File: src/rtl/smb_cfg_pkg.sv
package smb_cfg_pkg;

  localparam int OFS_W  = 7;
  localparam int BYTE_W = 8;

  typedef enum logic [2:0] {
    ST_IDLE,
    ST_ADDR,
    ST_CMD,
    ST_WDATA,
    ST_RDATA,
    ST_SKIP
  } smb_state_t;

endpackage

File: src/rtl/smb_line_sync.sv
module smb_line_sync #(
  parameter int STAGES = 2
) (
  input  logic clk,
  input  logic rst_n,
  input  logic scl_i,
  input  logic sda_i,
  output logic scl_s,
  output logic sda_s,
  output logic scl_rise,
  output logic scl_fall,
  output logic start_det,
  output logic stop_det
);

  logic [STAGES-1:0] scl_sh;
  logic [STAGES-1:0] sda_sh;
  logic              scl_d;
  logic              sda_d;

  always_ff @(posedge clk or negedge rst_n) begin
    if (!rst_n) begin
      scl_sh <= '1;
      sda_sh <= '1;
      scl_d  <= 1'b1;
      sda_d  <= 1'b1;
    end else begin
      scl_sh <= {scl_sh[STAGES-2:0], scl_i};
      sda_sh <= {sda_sh[STAGES-2:0], sda_i};
      scl_d  <= scl_sh[STAGES-1];
      sda_d  <= sda_sh[STAGES-1];
    end
  end

  assign scl_s     = scl_sh[STAGES-1];
  assign sda_s     = sda_sh[STAGES-1];
  assign scl_rise  = scl_s & ~scl_d;
  assign scl_fall  = ~scl_s & scl_d;
  assign start_det = scl_s & scl_d & sda_d & ~sda_s;
  assign stop_det  = scl_s & scl_d & ~sda_d & sda_s;

endmodule

File: src/rtl/smb_reg_bank.sv
module smb_reg_bank #(
  parameter int NREG  = 8,
  parameter int IDX_W = 7
) (
  input  logic               clk,
  input  logic               rst_n,
  input  logic               wr_en,
  input  logic [IDX_W-1:0]   wr_idx,
  input  logic [7:0]         wr_data,
  input  logic [IDX_W-1:0]   rd_idx,
  output logic [7:0]         rd_data,
  output logic [NREG*8-1:0]  regs_flat
);

  for (genvar g = 0; g < NREG; g++) begin : g_reg
    logic [7:0] val_q;
    logic       hit;

    assign hit = wr_en && (wr_idx == IDX_W'(g));

    always_ff @(posedge clk or negedge rst_n) begin
      if (!rst_n) begin
        val_q <= '0;
      end else if (hit) begin
        val_q <= wr_data;
      end
    end

    assign regs_flat[g*8 +: 8] = val_q;
  end

  always_comb begin
    rd_data = '0;
    for (int k = 0; k < NREG; k++) begin
      if (rd_idx == IDX_W'(k)) rd_data = regs_flat[k*8 +: 8];
    end
  end

endmodule

File: src/rtl/smb_cfg_slave.sv
module smb_cfg_slave
  import smb_cfg_pkg::*;
#(
  parameter logic [6:0] SLV_ADDR    = 7'h2C,
  parameter int         NREG        = 8,
  parameter int         SYNC_STAGES = 2
) (
  input  logic              clk,
  input  logic              rst_n,
  input  logic              scl_i,
  input  logic              sda_i,
  output logic              sda_oe,
  output logic [NREG*8-1:0] regs_o
);

  localparam logic [7:0]       CNT_BYTE = 8'(NREG);
  localparam logic [OFS_W-1:0] PTR_MAX  = '1;

  logic scl_s, sda_s, scl_rise, scl_fall, start_det, stop_det;

  smb_line_sync #(.STAGES(SYNC_STAGES)) u_sync (
    .clk       (clk),
    .rst_n     (rst_n),
    .scl_i     (scl_i),
    .sda_i     (sda_i),
    .scl_s     (scl_s),
    .sda_s     (sda_s),
    .scl_rise  (scl_rise),
    .scl_fall  (scl_fall),
    .start_det (start_det),
    .stop_det  (stop_det)
  );

  smb_state_t       state_q, state_n;
  logic [3:0]       bitcnt_q, bitcnt_n;
  logic             ack_ph_q, ack_ph_n;
  logic             ack_drv_q, ack_drv_n;
  logic             nack_q, nack_n;
  logic [7:0]       rx_q, rx_n;
  logic [7:0]       tx_q, tx_n;
  logic             blk_q, blk_n;
  logic             cnt_pend_q, cnt_pend_n;
  logic             rd_cnt_q, rd_cnt_n;
  logic [OFS_W-1:0] ptr_q, ptr_n, ptr_inc;

  logic             wr_en;
  logic [OFS_W-1:0] wr_idx;
  logic [7:0]       wr_data;
  logic [7:0]       rd_data;

  smb_reg_bank #(.NREG(NREG), .IDX_W(OFS_W)) u_bank (
    .clk       (clk),
    .rst_n     (rst_n),
    .wr_en     (wr_en),
    .wr_idx    (wr_idx),
    .wr_data   (wr_data),
    .rd_idx    (ptr_q),
    .rd_data   (rd_data),
    .regs_flat (regs_o)
  );

  assign ptr_inc = (ptr_q == PTR_MAX) ? ptr_q : ptr_q + 1'b1;

  // Next-state process
  always_comb begin
    state_n    = state_q;
    bitcnt_n   = bitcnt_q;
    ack_ph_n   = ack_ph_q;
    ack_drv_n  = ack_drv_q;
    nack_n     = nack_q;
    rx_n       = rx_q;
    tx_n       = tx_q;
    blk_n      = blk_q;
    cnt_pend_n = cnt_pend_q;
    rd_cnt_n   = rd_cnt_q;
    ptr_n      = ptr_q;
    wr_en      = 1'b0;
    wr_idx     = ptr_q;
    wr_data    = rx_q;

    if (stop_det) begin
      state_n   = ST_IDLE;
      ack_ph_n  = 1'b0;
      ack_drv_n = 1'b0;
    end else if (start_det) begin
      state_n   = ST_ADDR;
      bitcnt_n  = '0;
      ack_ph_n  = 1'b0;
      ack_drv_n = 1'b0;
    end else if (state_q != ST_IDLE && state_q != ST_SKIP) begin
      if (!ack_ph_q) begin
        if (scl_rise) begin
          bitcnt_n = bitcnt_q + 1'b1;
          rx_n     = {rx_q[6:0], sda_s};
        end else if (scl_fall) begin
          if (bitcnt_q == 4'd8) begin
            ack_ph_n = 1'b1;
            bitcnt_n = '0;
            unique case (state_q)
              ST_ADDR: begin
                if (rx_q[7:1] == SLV_ADDR) begin
                  ack_drv_n = 1'b1;
                  if (rx_q[0]) begin
                    state_n  = ST_RDATA;
                    rd_cnt_n = blk_q;
                  end else begin
                    state_n  = ST_CMD;
                  end
                end else begin
                  state_n  = ST_SKIP;
                  ack_ph_n = 1'b0;
                end
              end
              ST_CMD: begin
                ack_drv_n = 1'b1;
                state_n   = ST_WDATA;
                if (rx_q[7]) begin
                  blk_n      = 1'b0;
                  ptr_n      = rx_q[6:0];
                  cnt_pend_n = 1'b0;
                end else begin
                  blk_n      = 1'b1;
                  ptr_n      = '0;
                  cnt_pend_n = 1'b1;
                end
              end
              ST_WDATA: begin
                ack_drv_n = 1'b1;
                if (cnt_pend_q) begin
                  cnt_pend_n = 1'b0;
                end else begin
                  wr_en = (int'(ptr_q) < NREG);
                  ptr_n = ptr_inc;
                end
              end
              ST_RDATA: begin
                ack_drv_n = 1'b0;
                nack_n    = 1'b0;
              end
              default: begin
                state_n  = ST_IDLE;
                ack_ph_n = 1'b0;
              end
            endcase
          end else if (state_q == ST_RDATA && bitcnt_q != 4'd0) begin
            tx_n = {tx_q[6:0], 1'b1};
          end
        end
      end else begin
        if (scl_rise && !ack_drv_q) begin
          nack_n = sda_s;
        end else if (scl_fall) begin
          ack_ph_n  = 1'b0;
          ack_drv_n = 1'b0;
          bitcnt_n  = '0;
          if (state_q == ST_RDATA) begin
            if (!ack_drv_q && nack_q) begin
              state_n = ST_SKIP;
            end else if (rd_cnt_q) begin
              tx_n     = CNT_BYTE;
              rd_cnt_n = 1'b0;
            end else begin
              tx_n  = rd_data;
              ptr_n = ptr_inc;
            end
          end
        end
      end
    end
  end

  // Register process
  always_ff @(posedge clk or negedge rst_n) begin
    if (!rst_n) begin
      state_q    <= ST_IDLE;
      bitcnt_q   <= '0;
      ack_ph_q   <= 1'b0;
      ack_drv_q  <= 1'b0;
      nack_q     <= 1'b0;
      rx_q       <= '0;
      tx_q       <= '1;
      blk_q      <= 1'b0;
      cnt_pend_q <= 1'b0;
      rd_cnt_q   <= 1'b0;
      ptr_q      <= '0;
    end else begin
      state_q    <= state_n;
      bitcnt_q   <= bitcnt_n;
      ack_ph_q   <= ack_ph_n;
      ack_drv_q  <= ack_drv_n;
      nack_q     <= nack_n;
      rx_q       <= rx_n;
      tx_q       <= tx_n;
      blk_q      <= blk_n;
      cnt_pend_q <= cnt_pend_n;
      rd_cnt_q   <= rd_cnt_n;
      ptr_q      <= ptr_n;
    end
  end

  assign sda_oe = (ack_ph_q & ack_drv_q) |
                  ((state_q == ST_RDATA) & ~ack_ph_q & ~tx_q[7]);

endmodule

File: config.mk
export PLATFORM = sky130hd
export DESIGN_NAME = smb_cfg_slave
export DESIGN_NICKNAME = d
export VERILOG_FILES = /design/src/rtl/smb_cfg_pkg.sv /design/src/rtl/smb_line_sync.sv /design/src/rtl/smb_reg_bank.sv /design/src/rtl/smb_cfg_slave.sv
export SDC_FILE = /design/constraint.sdc
export NUM_CORES = 1
export LEC_CHECK = 0
export CAP_MARGIN = 0
export CELL_PAD_IN_SITES_DETAIL_PLACEMENT = 1
export CELL_PAD_IN_SITES_GLOBAL_PLACEMENT = 1
export CORE_MARGIN = 8
export CORE_UTILIZATION = 41
export DETAILED_ROUTE_END_ITERATION = 16
export DONT_BUFFER_PORTS = 1
export PLACE_DENSITY = 0.65
export SLEW_MARGIN = 25
export SYNTH_ARGS = -nofsm -noshare
export SYNTH_HDL_FRONTEND = slang
export SYNTH_SLANG_ARGS = --single-unit
File: constraint.sdc
create_clock -name clk -period 3.2 [get_ports clk]
set_input_delay 0.48 -clock clk [delete_from_list [all_inputs] [get_ports clk]]
set_output_delay 0.48 -clock clk [all_outputs]
set_load 0.02 [all_outputs]
==> out/metrics.yaml, run 1 <==
synth_top_family_by_area: "simple AND/OR/NAND/NOR gates"
crit_required_ps: 3440
synth_top_area_share_pct: 41.2
layout-drive-gt1-share_pct: 24.7
cts_setup_buffers: 0
final_core_util_pct: 45.8
syn_area_mm2: 0.00558
finalWirelength_um: 16300
grt-ovfl-total: 0
slew_headroom_pct: 55.3
yosysTopAreaCell: "dfrtp_1"
grt_pass1_wl_um: 26700
final_nets: 535
synth-simple-area-share_pct: 17.1
synthTopCellsByArea: "dfrtp_1 41%, mux2_2 15%, dfstp_2 6.6%"
crit_arrival_ps: 2910
cts_root_buf: "clkbuf_16"
cts.path.max_buffers: 2
yosysSeqAreaShare_pct: 47.8
power_mw: 2.60
grt_setup_unrepaired: "false"
core_area_mm2: 0.0133
synth_cell_type_count: 67
avgSynthCellArea_um2: 10.5
startpoint_type: "flop"
worst_slack_ps: 528
yosys_warnings: 0
yosys-top-cells-count: "92 x dfrtp_1, 72 x mux2_2, 50 x nand2_1"
antenna_cells: 0
hold_ws_ps: 28.4
gp_congestion: 0.800
synth_most_common_cell: "dfrtp_1"
cts_tree: "done"
end_kind: "flop"
antenna_found_initial: 0
avgViaCountPerCell: 6.00
ir_worst_vdd_mv: 0.340
synth_compound_area_share_pct: 14.0
leakagePower_nw: 2.60
hold_violations: 0
grt_pass1_vias: 4406
drt_pass1_iterations: 4
die_height_um: 133
ys_async_sr_fraction_pct: 100
finalClockSkew_ps: 12.2
grt_start_max_net_pins: 107
dieArea_mm2: 0.0176
max_freq_mhz: 374
critical_path_class: "reg2reg"
fp.dieW_um: 133
setup_viol: 0
pre_cts_ws_ps: 572
nFillCells: 1431
io_pins: 69
h-tree-depth: 3
period_share_pct: 83.5
drc_errors: 0
cts_num_sinks: 106
clock_latency_ps: 360
initial_utilization_pct: 42.0
maxCapViolCount: 0
drt_iter0_drc: 224
drv_slew: 0
min_path_type: "in2async"
multi_input_area_mm2: 0.00272
worstMarginPinSlew_ps: 671
syn-num-nets: 544
critical_path_peak_fanout: 8
dpl.hpwl_um: 11700
status: "finished, final reports clean"
ys.flop_type: "dfrtp_1"
synth.area.mux_share_pct: 15.1
grt_usage_pct: 19.2
ys_ff_latch: 106
place_inst: 686
layout.cells.non_filler: 703
synthXorXnorAreaFrac_pct: 0.471
netlist_instances: 531
wl_per_cell_um: 23.2
layout-area-overhead-vs-synth_pct: 9.06
synth_edf_count: 0
final_cell_area_mm2: 0.00609
ant_nets: 0
register_area_mm2: 0.00267
rows: 42
synthAdderAreaFrac_pct: 2.02
min_period_ps: 2670
setup-tns-final_ps: 0
io_buffers: 0
vias: 4215
clk_pin_slew_worst_paths_ps: 80
power-per-cell-area_mw_per_mm2: 427
cts_made_buffers: 9
placed_cell_area_mm2: 0.00577
==> worst max-delay path: stages, from the launching register on <==
cell and delay, ps:
dfrtp_1 430, inv_1 80, ha_1 180, nand3b_1 170, a2111o_1 530, nor4_4 450
nand3b_2 330, mux2_2 380
==> what timing repair did <==
action,in CTS,in global routing
hold buffers,1,0
hold endpoints to repair,106,0
resized for setup,0,0
setup endpoints to repair,0,0
==> cell families after synthesis <==
kind of cell    Yosys count
simple gates            167
compound gates          121
flops                   106
mux                      75
buf+inv                  50
fa+ha+maj                 9
xor+xnor                  3
==> layout by cell type (no fill, tap or decap), types with 9 or more instances in the layout <==
cell type and instances:
nor3_1 9, clkbuf_16 9, dfrtp_1 92, inv_1 14
nor2b_1 10, nor2_1 25, nor3b_1 9, o21ai_0 28
dfstp_2 14, ha_1 9, nand3_1 13, nand2_1 50
buf_4 15, a21oi_1 40, mux2_2 72
==> cell type report <==
| cell class | count | share of cell area [%] |
|---|---|---|
| repair buffers | 16 | 2.30 |
| well taps | 176 | 3.62 |
| clock buffers | 10 | 3.76 |
| multi-input cells | 375 | 44.6 |
| inverters | 14 | 0.863 |
| clock inverters | 6 | 0.987 |
| flip-flops and latches | 106 | 43.9 |
==> routing by layer <==
metal	share of wire, %	vias up	wire, um	track usage (%)
li1	-	1929	-	-
met1	44	2188	7150	23.7
met2	49	77	7930	31.7
met3	6.1	21	991	6.40
met4	1.6	0	262	4.98
met5	0	-	0	0
==> registers in the layout (all words and copies together) (netlist names) <==
register        cells
cnt_pend_q          1
ack_ph_q            1
ack_drv_q           1
u_bank.g.val_q     64
rd_cnt_q            1
state_q             3
u_sync.sda_sh       2
rx_q                8
u_sync.scl_d        1
blk_q               1
tx_q                8
ptr_q               7
u_sync.sda_d        1
u_sync.scl_sh       2
bitcnt_q            4
nack_q              1
==> path summary, 6_finish.rpt <==
path / start / to / slack [ps] / cells after the start
max in group asynchronous: rst_n / u_bank.g_reg[2].val_q[1] / 2710 / 1
worst max-delay path: bitcnt_q[0] / u_bank.g_reg[3].val_q[5] / 530 / 7
worst min register to register: u_sync.scl_sh[0] / u_sync.scl_sh[1] / 360 / 0
min in group clk: scl_i / u_sync.scl_sh[0] / 110 / 0
worst min-delay path: rst_n / bitcnt_q[2] / 30 / 1
worst max register to register: bitcnt_q[0] / u_bank.g_reg[3].val_q[5] / 530 / 7
==> report_power, final <==
part	internal (mW)	switching, mW
combinational	0.0288	0.0551
clock	0.547	0.549
sequential	1.36	0.0619
(Power assumes the default switching activity.)
==> inputs of run 2 (changes only) <==
- PLACE_DENSITY: 0.65 -> 0.68
- clock period: 3.2 -> 2.4 ns (I/O delays scaled with it)
==> out/metrics.yaml, run 2 (synthesis results as in run 1) <==
clk_pin_slew_worst_paths_ps: 80
cts_tree: "done"
status: "finished, violations left"
wl_per_cell_um: 23.5
drc_errors: 0
initial_utilization_pct: 42.0
drv_slew: 0
worstMarginPinSlew_ps: 644
largestRegisters: "u_bank.g.val_q: 64 flops, rx_q: 8 flops, tx_q: 8 flops"
grt_usage_pct: 20.4
min_period_ps: 2330
final_common_cell: "dfrtp_1"
critical_path_class: "reg2reg"
cts_num_sinks: 106
clock_latency_ps: 360
core_area_mm2: 0.0133
period_share_pct: 97.1
final_cell_area_mm2: 0.00659
maxCapViolCount: 0
busiest_layer: "met2"
finalWirelength_um: 17600
critical_path_peak_fanout: 5
max_freq_mhz: 429
grt_start_max_net_pins: 107
ir_worst_vdd_mv: 0.559
layout-drive-gt1-share_pct: 33.4
antenna_cells: 0
grt_use_met2_pct: 34.8
min_path_type: "in2async"
dieArea_mm2: 0.0176
layout-area-overhead-vs-synth_pct: 18.0
drt_pass1_iterations: 4
cts_root_buf: "clkbuf_16"
grt_setup_unrepaired: "true"
top_register: "u_bank.g.val_q"
crit_arrival_ps: 2580
io_pins: 69
met3_usage_pct: 6.70
rows: 42
grt_use_met1_pct: 24.0
drt_iter0_drc: 262
power-per-cell-area_mw_per_mm2: 541
crit_required_ps: 2650
grt_pass1_wl_um: 28200
grt_pass1_vias: 4714
cts_made_buffers: 9
final_cell_mix: "92 x dfrtp_1, 71 x mux2_2, 55 x buf_4, 47 x nand2_1, 40 x a21oi_1"
final_nets: 582
hold_ws_ps: -311
cts.path.max_buffers: 2
fp.dieW_um: 133
hold_violations: 106
nFillCells: 1445
h-tree-depth: 3
die_height_um: 133
slew_headroom_pct: 56.0
gp_congestion: 0.800
ant_nets: 0
grt-ovfl-total: 0
leakagePower_nw: 2.94
startpoint_type: "flop"
io_buffers: 0
dpl.hpwl_um: 12600
placed_cell_area_mm2: 0.00612
antenna_found_initial: 0
setup_viol: 0
end_kind: "flop"
largest_reg_flops: 64
vias: 4431
finalClockSkew_ps: 10.0
violations: "negative hold slack"
cts_hold_buf: 2
avgViaCountPerCell: 5.91
## run 2: cell types whose count changed in the layout (fill, tap and decap cells not counted), moves of 3 or more
cell,before,now
buf_4,15,55
nand2_1,50,47
nand2_4,0,3
ha_1,9,6
inv_2,0,3
buf_6,0,5
inv_1,14,11
## run 2: metal layers
metal	part of all wire [%]	wire, um	vias to the layer above
met4	1.3	228	0
met1	41	7160	2310
met2	51	9030	85
met3	6.8	1200	14
li1	-	-	2022
met5	0	0	-
## run 2: critical path, cell delays in order (launching register included)
cell	delay, ps
dfrtp_1	410
inv_2	90
ha_4	130
nand3b_1	100
a2111o_1	530
nor4_4	320
buf_6	180
nand2_4	60
buf_6	130
mux2_2	270
## run 2: final cells by class
| class | instances | area, um2 | area share (%) |
|---|---|---|---|
| clock inverters | 7 | 88.8 | 1.35 |
| repair buffers | 63 | 509 | 7.73 |
| clock buffers | 9 | 225 | 3.42 |
| inverters | 14 | 52.6 | 0.798 |
| flip-flops and latches | 106 | 2670 | 40.5 |
| multi-input cells | 375 | 2820 | 42.8 |
| well taps | 176 | 220 | 3.34 |
## run 2: per-stage QoR
stage               total power [mW]  setup WS (ps)  util, %  instances  setup TNS (ps)
floorplan                       1.95            138        -        531               0
global placement                2.02          -40.4     46.0        729            -837
detailed placement              2.03          -24.2     46.0        729            -553
CTS                             3.60          -31.1     49.0        748            -165
global route                    3.67          -19.9     49.6        750           -47.5
finish                          3.56           70.0     49.6        750               0
## run 2: path summary, 6_finish.rpt
kind	from	end	slack (ps)	cells after the start
hold / removal	rst_n	bitcnt_q[2]	-310	0
hold reg to reg	u_sync.scl_sh[0]	u_sync.scl_sh[1]	360	0
max in group asynchronous	rst_n	u_sync.sda_d	2490	0
setup reg to reg	bitcnt_q[1]	u_bank.g_reg[2].val_q[4]	70	9
min in group clk	u_sync.scl_sh[0]	u_sync.scl_sh[1]	360	0
setup / recovery	bitcnt_q[1]	u_bank.g_reg[2].val_q[4]	70	9
## run 2: power breakdown
group	internal (mW)	switching (mW)	leakage (nW)
logic	0.0585	0.0966	1.36
registers	1.81	0.0430	1.43
clock network	0.756	0.797	0.152
total	2.63	0.936	2.94
## run 2: repair_timing
| action | 4_1_cts | 5_1_grt |
|---|---|---|
| pin swaps | 3 | 7 |
| endpoints found under the setup margin | 64 | 72 |
| hold endpoints to repair | 108 | 106 |
| buffers inserted | 2 | 3 |
| cloned | 0 | 0 |
| gates resized for setup | 18 | 13 |
==> inputs of run 3 (changes only) <==
- ABC_AREA: default -> 0
- ABC_CLOCK_PERIOD_IN_PS: default -> 2400
- GPL_TIMING_DRIVEN: default -> 0
==> out/metrics.yaml, run 3 (synthesis results as in run 1) <==
ant_nets: 0
cts_tree: "done"
io_pins: 69
startpoint_type: "flop"
final_common_cell: "dfrtp_1"
grt_pass1_wl_um: 29200
final_cell_mix: "92 x dfrtp_1, 70 x mux2_2, 47 x nand2_1, 40 x a21oi_1, 27 x o21ai_0"
layout-area-overhead-vs-synth_pct: 16.2
cts_hold_buf: 2
sw_frac_of_total_pct: 24.8
avgViaCountPerCell: 6.05
violations: "negative hold slack, negative setup slack"
max_freq_mhz: 406
drc_errors: 0
grt_pass1_vias: 4855
crit_arrival_ps: 2700
gp_congestion: 0.850
vias: 4474
critical_path_peak_fanout: 8
rows: 42
critical_path_class: "reg2reg"
p_sw_mw: 0.861
cp_slowest_cell: "dfstp_2"
die_height_um: 133
power-per-cell-area_mw_per_mm2: 535
min_path_type: "in2async"
antenna_found_initial: 0
io_buffers: 0
top_register: "u_bank.g.val_q"
drt_pass1_iterations: 4
final_nets: 571
cts_root_buf: "clkbuf_16"
pre_cts_ws_ps: -449
largestRegisters: "u_bank.g.val_q: 64 flops, rx_q: 8 flops, tx_q: 8 flops"
dpl.hpwl_um: 12900
grt_usage_pct: 21.0
largest_reg_flops: 64
power_frac_seq_pct: 52.8
slew_headroom_pct: 50.2
pwr-share-clk_pct: 42.4
combPwrFrac_pct: 4.8
hold_violations: 106
initial_utilization_pct: 42.0
core_area_mm2: 0.0133
finalWirelength_um: 18300
antenna_cells: 0
leakagePower_nw: 2.84
ir_worst_vdd_mv: 0.333
maxCapViolCount: 0
crit_chain: "inv_2 > ha_4 > a2111o_1 > nor4_4 > buf_6 > nand4_4 > mux2_4"
grt-ovfl-total: 0
clk_pin_slew_worst_paths_ps: 80
hold_ws_ps: -311
clock_latency_ps: 360
min_period_ps: 2470
cts_num_sinks: 106
drv_slew: 0
status: "finished, violations left"
grt_setup_unrepaired: "true"
end_kind: "flop"
period_share_pct: 103
worstMarginPinSlew_ps: 746
h-tree-depth: 3
cts.path.max_buffers: 2
cts_made_buffers: 9
dieArea_mm2: 0.0176
drt_iter0_drc: 306
grt_start_max_net_pins: 107
setup-tns-final_ps: -450
setup_viol: 16
fp.dieW_um: 133
crit_required_ps: 2640
slowest_delay_ps: 560
wl_per_cell_um: 24.7
crit_buf_inv: 2
crit_family: "flip-flops"
p_int_mw: 2.61
finalClockSkew_ps: 11.6
layout-drive-gt1-share_pct: 30.6
worst_slack_ps: -65.7
==> run 3: changes by cell type in the layout (fill, tap and decap cells not counted), moves of 4 or more <==
cell      before  now
clkbuf_1       0   15
buf_4         55   15
clkbuf_2       0    9
ha_2           1    5
buf_2          0    6
==> run 3: layout make-up <==
class / instances / area, um2
clock buffer: 10 / 239
fill: 1442 / 6810
multi-input combinational: 375 / 2940
sequential: 106 / 2670
timing repair buffer: 19 / 168
buffer: 33 / 150
inverter: 14 / 52.6
clock inverter: 6 / 48.8
tap: 176 / 220
==> run 3: per-stage QoR <==
stage | cell area (um2) | instances | power (mW) | util, %
2_1_floorplan | 5580 | 531 | 1.95 | -
3_3_place_gp | 5800 | 707 | 2.01 | 43.6
3_5_place_dp | 5800 | 707 | 2.01 | 43.6
4_1_cts | 6360 | 736 | 3.48 | 47.8
5_1_grt | 6480 | 739 | 3.55 | 48.8
6_report | 6480 | 739 | 3.47 | 48.8
==> run 3: path summary, 6_finish.rpt <==
| path | from | to | slack [ps] | cells past startpoint |
|---|---|---|---|---|
| setup / recovery | u_sync.scl_d | u_bank.g_reg[6].val_q[0] | -70 | 7 |
| hold / removal | rst_n | bitcnt_q[2] | -310 | 0 |
| setup reg to reg | u_sync.scl_d | u_bank.g_reg[6].val_q[0] | -70 | 7 |
| hold reg to reg | u_sync.scl_sh[0] | u_sync.scl_sh[1] | 360 | 0 |
| max in group asynchronous | rst_n | u_sync.sda_sh[1] | 2510 | 0 |
| min in group clk | u_sync.scl_sh[0] | u_sync.scl_sh[1] | 360 | 0 |
==> run 3: timing repair <==
| action | in CTS | in global routing |
|---|---|---|
| pin swaps | 5 | 4 |
| setup buffers | 13 | 4 |
| hold endpoints to repair | 108 | 106 |
| resized for setup | 40 | 26 |
| endpoints found under the setup margin | 81 | 93 |
==> run 3: layer usage <==
layer | part of all wire [%] | vias to the layer above | GRT usage (%)
li1 | - | 2004 | -
met5 | 0 | - | 0
met3 | 6.6 | 21 | 5.60
met1 | 41 | 2340 | 24.9
met2 | 50 | 109 | 36.5
met4 | 1.7 | 0 | 6.25
==> run 3: power by group through the flow <==
stage               Clock (mW)  Sequential (mW)  Combinational (mW)
global route              1.54             1.84               0.178
detailed placement           0             1.87               0.145
CTS                       1.49             1.83               0.155
floorplan                    0             1.86              0.0885
global placement             0             1.87               0.139
finish                    1.47             1.83               0.165
